--- config.mk ---
export PLATFORM = sky130hd
export DESIGN_NAME = hsb_role_ctrl
export DESIGN_NICKNAME = d
export VERILOG_FILES = /design/src/rtl/hsb_pkg.sv /design/src/rtl/hsb_deadline.sv /design/src/rtl/hsb_fail_tracker.sv /design/src/rtl/hsb_channel.sv /design/src/rtl/hsb_role_ctrl.sv
export SDC_FILE = /design/constraint.sdc
export NUM_CORES = 1
export LEC_CHECK = 0
export BUFFER_PORTS_ARGS = -buffer_cell sky130_fd_sc_hd__buf_2
export CAP_MARGIN = 20
export CORE_ASPECT_RATIO = 0.7
export CORE_MARGIN = 2
export CORE_UTILIZATION = 38
export DETAILED_ROUTE_END_ITERATION = 6
export PLACE_DENSITY_LB_ADDON = 0.12
export SYNTH_ARGS = -nofsm -noshare
export SYNTH_HDL_FRONTEND = slang
export SYNTH_SLANG_ARGS = --single-unit
--- constraint.sdc ---
create_clock -name clk -period 1.7 [get_ports clk]
set_input_delay 0.085 -clock clk [delete_from_list [all_inputs] [get_ports clk]]
set_output_delay 0.085 -clock clk [all_outputs]
set_load 0.02 [all_outputs]
--- src/rtl/hsb_pkg.sv ---
package hsb_pkg;
  typedef enum logic [2:0] {
    ROLE_OFF     = 3'd0,
    ROLE_START   = 3'd1,
    ROLE_FOLLOW  = 3'd2,
    ROLE_HOST    = 3'd3,
    ROLE_STANDBY = 3'd4,
    ROLE_FAULT   = 3'd5
  } role_t;
endpackage

--- src/rtl/hsb_deadline.sv ---
module hsb_deadline #(
  parameter int LIMIT = 400
) (
  input  logic clk,
  input  logic rst_n,
  input  logic run,
  input  logic restart,
  input  logic tick,
  output logic expired
);
  localparam int CW = (LIMIT > 1) ? $clog2(LIMIT) : 1;
  logic [CW-1:0] cnt;

  assign expired = run && tick && (cnt == CW'(LIMIT - 1));

  always_ff @(posedge clk) begin
    if (!rst_n || restart || !run) cnt <= '0;
    else if (tick)                 cnt <= cnt + 1'b1;
  end
endmodule

--- src/rtl/hsb_fail_tracker.sv ---
module hsb_fail_tracker #(
  parameter int MAX_FAIL = 3
) (
  input  logic clk,
  input  logic rst_n,
  input  logic bump,
  input  logic clear,
  output logic at_limit
);
  localparam int FW = $clog2(MAX_FAIL + 1);
  logic [FW-1:0] cnt;

  assign at_limit = (cnt == FW'(MAX_FAIL));

  always_ff @(posedge clk) begin
    if (!rst_n || clear)         cnt <= '0;
    else if (bump && !at_limit)  cnt <= cnt + 1'b1;
  end
endmodule

--- src/rtl/hsb_channel.sv ---
module hsb_channel
  import hsb_pkg::*;
#(
  parameter int TIMEOUT_MS = 400,
  parameter int MAX_FAIL   = 3
) (
  input  logic  clk,
  input  logic  rst_n,
  input  logic  tick_ms,
  input  logic  pwr_req,
  input  logic  selftest_ok,
  input  logic  follow_done,
  input  logic  fault,
  input  logic  maint_clr,
  input  logic  may_host,
  input  logic  peer_host_fault,
  output role_t role,
  output logic  take_host,
  output logic  off_latched
);
  role_t role_nxt;
  logic  expired, at_limit, fail_evt, bump, set_latch;

  hsb_deadline #(.LIMIT(TIMEOUT_MS)) u_deadline (
    .clk     (clk),
    .rst_n   (rst_n),
    .run     (role == ROLE_START || role == ROLE_FOLLOW),
    .restart (role_nxt != role),
    .tick    (tick_ms),
    .expired (expired)
  );

  hsb_fail_tracker #(.MAX_FAIL(MAX_FAIL)) u_fails (
    .clk      (clk),
    .rst_n    (rst_n),
    .bump     (bump),
    .clear    (maint_clr),
    .at_limit (at_limit)
  );

  always_comb begin
    unique case (role)
      ROLE_START:                        fail_evt = fault || expired;
      ROLE_FOLLOW, ROLE_HOST,
      ROLE_STANDBY:                      fail_evt = fault;
      default:                           fail_evt = 1'b0;
    endcase
  end

  assign take_host = (role == ROLE_START) && selftest_ok && !fail_evt && may_host;

  always_comb begin
    role_nxt  = role;
    bump      = 1'b0;
    set_latch = 1'b0;
    unique case (role)
      ROLE_OFF:     if (pwr_req && !off_latched) role_nxt = ROLE_START;
      ROLE_START:   if (selftest_ok) role_nxt = may_host ? ROLE_HOST : ROLE_FOLLOW;
      ROLE_FOLLOW:  if (follow_done) role_nxt = ROLE_STANDBY;
                    else if (expired) role_nxt = ROLE_START;
      ROLE_STANDBY: if (peer_host_fault) role_nxt = ROLE_HOST;
      ROLE_FAULT:   if (selftest_ok) role_nxt = ROLE_FOLLOW;
      default:      role_nxt = role;
    endcase
    if (fail_evt) begin
      if (at_limit) begin
        role_nxt  = ROLE_OFF;
        set_latch = 1'b1;
      end else begin
        role_nxt  = ROLE_FAULT;
        bump      = 1'b1;
      end
    end
  end

  always_ff @(posedge clk) begin
    if (!rst_n) begin
      role        <= ROLE_OFF;
      off_latched <= 1'b0;
    end else begin
      role <= role_nxt;
      if (maint_clr)      off_latched <= 1'b0;
      else if (set_latch) off_latched <= 1'b1;
    end
  end
endmodule

--- src/rtl/hsb_role_ctrl.sv ---
module hsb_role_ctrl
  import hsb_pkg::*;
#(
  parameter int TIMEOUT_MS = 400,
  parameter int MAX_FAIL   = 3
) (
  input  logic       clk,
  input  logic       rst_n,
  input  logic       tick_ms,
  input  logic [1:0] pwr_req,
  input  logic [1:0] selftest_ok,
  input  logic [1:0] follow_done,
  input  logic [1:0] fault,
  input  logic [1:0] maint_clr,
  output logic [2:0] state_a,
  output logic [2:0] state_b,
  output logic       degraded,
  output logic [1:0] pwr_off
);
  localparam int NCH = 2;

  role_t            role [NCH];
  logic [NCH-1:0]   take, may, peer_fail, is_host, is_weak;

  // Channel A (index 0) wins a simultaneous claim; B may claim only when A does not.
  assign may[0] = !is_host[1];
  assign may[1] = !is_host[0] && !take[0];

  for (genvar i = 0; i < NCH; i++) begin : g_ch
    localparam int PEER = NCH - 1 - i;
    assign is_host[i]   = (role[i] == ROLE_HOST);
    assign is_weak[i]   = (role[i] == ROLE_FAULT) || (role[i] == ROLE_FOLLOW) ||
                          (role[i] == ROLE_OFF);
    assign peer_fail[i] = is_host[PEER] && fault[PEER];

    hsb_channel #(.TIMEOUT_MS(TIMEOUT_MS), .MAX_FAIL(MAX_FAIL)) u_ch (
      .clk             (clk),
      .rst_n           (rst_n),
      .tick_ms         (tick_ms),
      .pwr_req         (pwr_req[i]),
      .selftest_ok     (selftest_ok[i]),
      .follow_done     (follow_done[i]),
      .fault           (fault[i]),
      .maint_clr       (maint_clr[i]),
      .may_host        (may[i]),
      .peer_host_fault (peer_fail[i]),
      .role            (role[i]),
      .take_host       (take[i]),
      .off_latched     (pwr_off[i])
    );
  end

  assign state_a  = role[0];
  assign state_b  = role[1];
  assign degraded = (is_host[0] && is_weak[1]) || (is_host[1] && is_weak[0]);
endmodule

# After elaboration in Yosys (flattened, before gate mapping)
# Index checks and enable logic that the tools add are counted.
# classes
add_sub_neg	4
eq_ne	16
mux	30
bitwise	1
n_reduce_logical	48
# ops
op	n
3-bit 2-to-1 mux	16
3-bit one-hot mux with 5 select lines	2
9-bit by 1-bit adder with 9-bit output, second input constant	2
9-bit == test, second input constant	2
1-bit logical AND	16
1-bit logical OR	15
3-bit by 2-bit == test with 1-bit output, second input constant	4
3-bit == test, second input constant	4
1-bit logical NOT	11
1-bit 2-to-1 mux	10
3-bit by 1-bit == test with 1-bit output, second input constant	2
3-bit logical NOT	2
3-bit != test	2
3-bit OR reduction	2
2-bit by 1-bit adder with 2-bit output, second input constant	2
2-bit == test, second input constant	2
1-bit one-hot mux with 2 select lines	2
2-bit OR reduction	2
1-bit inverter	1
# totals
regBits	30
inputBits	13
output_inout_bits	9

# Depth between registers and ports, before layout
# logic_depth
ltp_word	18
mapped_depth	8
ltp_nobuf	6

# Cells and area by module
# From an unflattened synthesis, not the netlist that was laid out.
# hier_totals
hier_cells	251
area_unflattened_um2	2099.5
# modules_own_cells
mod	instances	cells_per_inst	area_each_um2
hsb_channel	2	65	509.2
hsb_deadline	2	45	405.4
hsb_fail_tracker	2	9	98.8
hsb_role_ctrl	1	13	72.6

# Least setup slack after synthesis
# OpenSTA, ideal clock, no wires.
# synth_path
kind	flip-flop to flip-flop
from	register g_ch[1].u_ch.role[0]
to	register g_ch[1].u_ch.u_deadline.cnt[0]
setup_ps	143
arrival_time_ps	1773
setup_slack_ps	-216
path_stages_with_launch	7
n_path_buf	1
period_less_slack_ps	1916
path_cell_list	dfxtp_1 -> buf_2 -> nand2_1 -> a221oi_1 -> a41oi_1 -> a2111oi_4 -> nor4_1
# synth_between
elab_chain_cells	12
elab_cells_between_ends	29
cone_classes	eq/ne: 6; mux: 10; reduce/logical: 13
# synth_rtl
item	line	rtl
start, declared	hsb_channel.sv:17	output role_t role,
start signal, assigned	hsb_channel.sv:81	role <= role_nxt;
3-bit by 2-bit == test with 1-bit output	hsb_channel.sv:42, hsb_role_ctrl.sv:31	
1-bit logical NOT	hsb_role_ctrl.sv:26	assign may[0] = !is_host[1];
1-bit logical AND	hsb_channel.sv:50	assign take_host = (role == ROLE_START) && selftest_ok && !fail_evt && may_host;
1-bit logical NOT	hsb_role_ctrl.sv:27	assign may[1] = !is_host[0] && !take[0];
1-bit logical AND	hsb_role_ctrl.sv:27	
1-bit 2-to-1 mux	hsb_channel.sv:58	ROLE_START: if (selftest_ok) role_nxt = may_host ? ROLE_HOST : ROLE_FOLLOW;
3-bit 2-to-1 mux	hsb_channel.sv:58	
3-bit one-hot mux with 5 select lines	hsb_channel.sv:56	unique case (role)
3-bit 2-to-1 mux	hsb_channel.sv:65	if (fail_evt) begin
3-bit != test	hsb_channel.sv:28	.restart (role_nxt != role),
1-bit logical OR	hsb_deadline.sv:17	if (!rst_n || restart || !run) cnt <= '0;
1-bit logical OR *	hsb_deadline.sv:17	
end signal, assigned	hsb_deadline.sv:18	else if (tick) cnt <= cnt + 1'b1;
end, declared	hsb_deadline.sv:12	logic [CW-1:0] cnt;
# Mark *: on every way between the ends. The rest lies on a longest branch, timed or not.
# A chain may end at the register's enable or synchronous reset.

# Final worst setup path
# layout_path
from	register g_ch[0].u_ch.role[2]
to	register g_ch[1].u_ch.u_deadline.cnt[1]
# layout_between
elab_chain_cells	18
elab_cells_between_ends	26
cone_classes	eq/ne: 5; mux: 6; reduce/logical: 15
# layout_rtl
item	line	rtl
start, declared	hsb_channel.sv:17	
start signal, assigned	hsb_channel.sv:81	
3-bit by 1-bit == test with 1-bit output or 3-bit by 2-bit == test with 1-bit output (tied branches)	hsb_channel.sv:27, hsb_channel.sv:42, hsb_channel.sv:50	
1-bit logical OR	hsb_channel.sv:27	.run (role == ROLE_START || role == ROLE_FOLLOW),
1-bit logical AND (2 in series)	hsb_deadline.sv:14	assign expired = run && tick && (cnt == CW'(LIMIT - 1));
1-bit logical OR	hsb_channel.sv:43	ROLE_START: fail_evt = fault || expired;
1-bit one-hot mux with 2 select lines	hsb_channel.sv:42	unique case (role)
1-bit logical NOT	hsb_channel.sv:50	
1-bit logical AND (2 in series)	hsb_channel.sv:50	
1-bit logical NOT	hsb_role_ctrl.sv:27	
1-bit logical AND	hsb_role_ctrl.sv:27	
1-bit 2-to-1 mux	hsb_channel.sv:58	
3-bit 2-to-1 mux	hsb_channel.sv:58	
3-bit one-hot mux with 5 select lines *	hsb_channel.sv:56	
3-bit 2-to-1 mux *	hsb_channel.sv:65	
3-bit != test *	hsb_channel.sv:28	
1-bit logical OR * (2 in series)	hsb_deadline.sv:17	
# Marks and branches as above.

==> flow_metrics.tcl <==
set metrics [dict create \
    p_seq_share_pct 30.0 \
    slew_viol_final 0 \
    finalWorstSetupSlack_ns -0.139 \
    pwr-share-comb_pct 48.3 \
    instances_no_fill 371 \
    failed_checks "setup timing" \
    max_freq_ghz 0.544 \
    timing.rr.end "g_ch[1].u_ch.u_deadline.cnt[1]" \
    synth_fp_nets 234 \
    seq_area_frac_synth_pct 31.8 \
    status "complete, but fails checks" \
    power_density_nw_per_um2 948 \
    grt_pass1_vias 1935 \
    path_class "flop to flop" \
    reg2reg_from "g_ch[0].u_ch.role[2]" \
    yosys_warnings 0 \
    setup_violations 19 \
    endpoint_kind "flop" \
    ioPinCount 22 \
    clk_latency_ns 0.28 \
    synth.largest_area_cell "dfxtp_1" \
    maxSlewHeadroom_pct 79.3 \
    grt.overflow.total 0 \
    core_um2 4780 \
    antenna_found_initial 0 \
    async_flop_share_pct 0 \
    synth-edff-count 0 \
    reg2reg_depth 6 \
    antenna_left 0 \
    syn_inst 217 \
    regToRegSetupSlack_ns -0.14 \
    synth_simple_gate_area_share_pct 29.1 \
    synthesis.area_um2 1890 \
    post-place-cells 348 \
    diodes 0 \
    clockPowerShare_pct 21.7 \
    hp-class "primary input to flop" \
    hold_violations 0 \
    first_pass_iters 4 \
    syn_to_final_growth_pct 59.4 \
    numCtsBuffers 5 \
    synthAdderAreaFrac_pct 2.65 \
    die_w_um 88.2 \
    hpwl_um 3630 \
    holdWs_ns 0.0974 \
    drv_cap 0 \
    num_vias 1948 \
    start_kind "flop" \
    swShare_pct 38.3 \
    intPower_mw 1.76 \
    chipHeight_um 63.0 \
    rsz0062_at_grt "yes" \
    dieArea_um2 5550 \
    cts_tree "yes" \
    grt_usage_pct 21.7 \
    synth_top_flop_cell "dfxtp_1" \
    hold_start "maint_clr[0]" \
    stdcell_area_um2 3010 \
    ctsRootBufferMaster "clkbuf_8" \
    preCtsSetupSlack_ns -0.187 \
    tightest_slew_ns 0.302 \
    cts_max_level 2 \
    synth_top_family_by_area "simple AND/OR/NAND/NOR gates" \
    drt_iter0_drc 101 \
    power.switching_mw 1.09 \
    critPathLaunch "g_ch[0].u_ch.role[2]" \
    final_net_count 318 \
    viasPerCell 5.25 \
    io_buffers 21 \
    wl_per_cell_um 14.6 \
    place_area_um2 2490 \
    gp_congestion 0.869 \
    yosys-top-cells-area "dfxtp_1, xnor2_1, a211oi_1, nor4_1, nand2_1" \
    final.period_utilization_pct 108 \
    cp.arrival_ns 2.00 \
    postCtsHoldBufs 0 \
    clock_skew_ns 0.00869 \
    cp_max_fo 9 \
    clock-sinks 30 \
    synth_compound_area_share_pct 21.0 \
    synth-xor-area-share_pct 8.36 \
    layout_min_cycle_time_ns 1.84 \
    post-synth-top-area-fraction_pct 31.8 \
    avgSynthCellArea_um2 8.69 \
    drc 0 \
    leakage_nw 1.12 \
    grt_pass1_wl_um 9630 \
    grt_start_max_net_pins 11 \
    timing.setup.tns_ns -2.04 \
    cts.clk_slew.worst_paths_ns 0.07 \
    ys_ff_latch 30 \
    worst_ir_drop_vdd_mv 0.459 \
    synthMuxAreaShare_pct 2.12 \
    synth.distinct_cells 55 \
    rows 21 \
    initial_core_util_pct 39.5 \
    crit_required_ns 1.86 \
    critPathCapture "g_ch[1].u_ch.u_deadline.cnt[1]" \
    drive_gt1_share_pct 51.7 \
    cts_max_path_buffers 2 \
    drt_wl_total_um 5430 \
]
==> flip-flops by register name (all words and copies together) (netlist names) <==
| signal | count |
|---|---|
| g_ch.u_ch.u_deadline.cnt | 18 |
| g_ch.u_ch.role | 6 |
| g_ch.u_ch.u_fails.cnt | 4 |
| g_ch.u_ch.off_latched | 2 |
==> Yosys cell counts, types with 5 or more instances <==
cell	number
nor4_1	10
xor2_1	6
nand3_1	9
a21oi_1	5
a211oi_1	11
o21ai_0	10
nand4_1	7
xnor2_1	12
nand2_1	16
dfxtp_1	30
inv_1	8
nor2_1	12
and3_1	6
==> routing by layer <==
| metal | vias up | routed length (um) | GRT usage (%) |
|---|---|---|---|
| li1 | 988 | - | - |
| met1 | 918 | 2910 | 33.7 |
| met2 | 37 | 2270 | 29.8 |
| met3 | 5 | 203 | 5.02 |
| met4 | 0 | 44 | 4.92 |
| met5 | - | 0 | 0 |
==> repair_timing <==
action,CTS,global route
pin swaps,10,14
resized for setup,32,38
endpoints found under the setup margin,20,29
setup buffers,12,4
endpoints found under the hold margin,0,0
gates cloned,1,0
==> worst max-delay path: stages, from the launching register on <==
cell and delay [ns]:
dfxtp_4 0.37, or3_4 0.40, nand3_4 0.09, nand4_1 0.20, a2111oi_4 0.36, buf_6 0.21
nor4_1 0.07
==> kinds of logic (layout without fill, tap and decap cells) <==
logic type,after synthesis,in the layout
simple gates,91,91
compound gates,50,50
xor+xnor,18,18
buf+inv,20,105
flops,30,30
mux,4,4
fa+ha+maj,4,4
==> stage by stage <==
step	total power [mW]	util, %
after floorplan	1.49	-
after global placement	1.94	52.0
after detailed placement	1.94	52.0
after CTS	2.74	59.5
after global routing	3.04	62.9
final	2.85	62.9
==> worst min path at each step <==
stage | slack, ns | depth (start not counted) | end
after floorplan | 0.20 | 2 | g_ch[1].u_ch.role[0]
after global placement | 0.40 | 3 | g_ch[0].u_ch.u_fails.cnt[0]
after detailed placement | 0.40 | 3 | g_ch[0].u_ch.off_latched
after CTS | 0.1 | 3 | g_ch[0].u_ch.u_fails.cnt[0]
after global routing | 0.12 | 3 | g_ch[0].u_ch.u_fails.cnt[0]
final | 0.1 | 3 | g_ch[0].u_ch.u_fails.cnt[0]
==> area by class of cell <==
type	instances	area [um^2]
clock buffers	6	82.6
clock inverters	2	12.5
fillers	411	1770
inverters	9	33.8
multi-input cells	167	1480
flip-flops and latches	30	629
well taps	69	86.3
repair buffers	88	687
==> power groups by stage <==
stage | Clock (mW) | Combinational (mW) | Sequential (mW)
floorplan | 0 | 0.618 | 0.876
global placement | 0 | 1.07 | 0.866
detailed placement | 0 | 1.07 | 0.868
CTS | 0.628 | 1.28 | 0.840
global route | 0.671 | 1.50 | 0.865
finish | 0.617 | 1.38 | 0.856
==> cells in the final DEF (no fill, tap or decap), types with 3 or more instances in the layout <==
| cell type | netlist | final |
|---|---|---|
| nand2_1 | 16 | 14 |
| inv_1 | 8 | 8 |
| xor2_1 | 6 | 6 |
| clkbuf_8 | 0 | 6 |
| nor2_1 | 12 | 9 |
| nor2b_1 | 4 | 3 |
| nor4_1 | 10 | 4 |
| nor3_1 | 3 | 3 |
| nand4_1 | 7 | 7 |
| nand3_1 | 9 | 7 |
| buf_2 | 4 | 20 |
| xnor2_1 | 12 | 12 |
| buf_4 | 3 | 50 |
| dfxtp_1 | 30 | 19 |
| dfxtp_4 | 0 | 6 |
| nand2b_1 | 3 | 3 |
| a211oi_2 | 0 | 10 |
| nor4_2 | 0 | 4 |
| and3_1 | 6 | 4 |
| o21ai_1 | 3 | 5 |
| buf_6 | 0 | 17 |
| a21oi_1 | 5 | 3 |
| dfxtp_2 | 0 | 5 |
| mux2i_1 | 4 | 4 |
| o21ai_0 | 10 | 8 |
No activity file was read; power rests on OpenSTA's default activity.
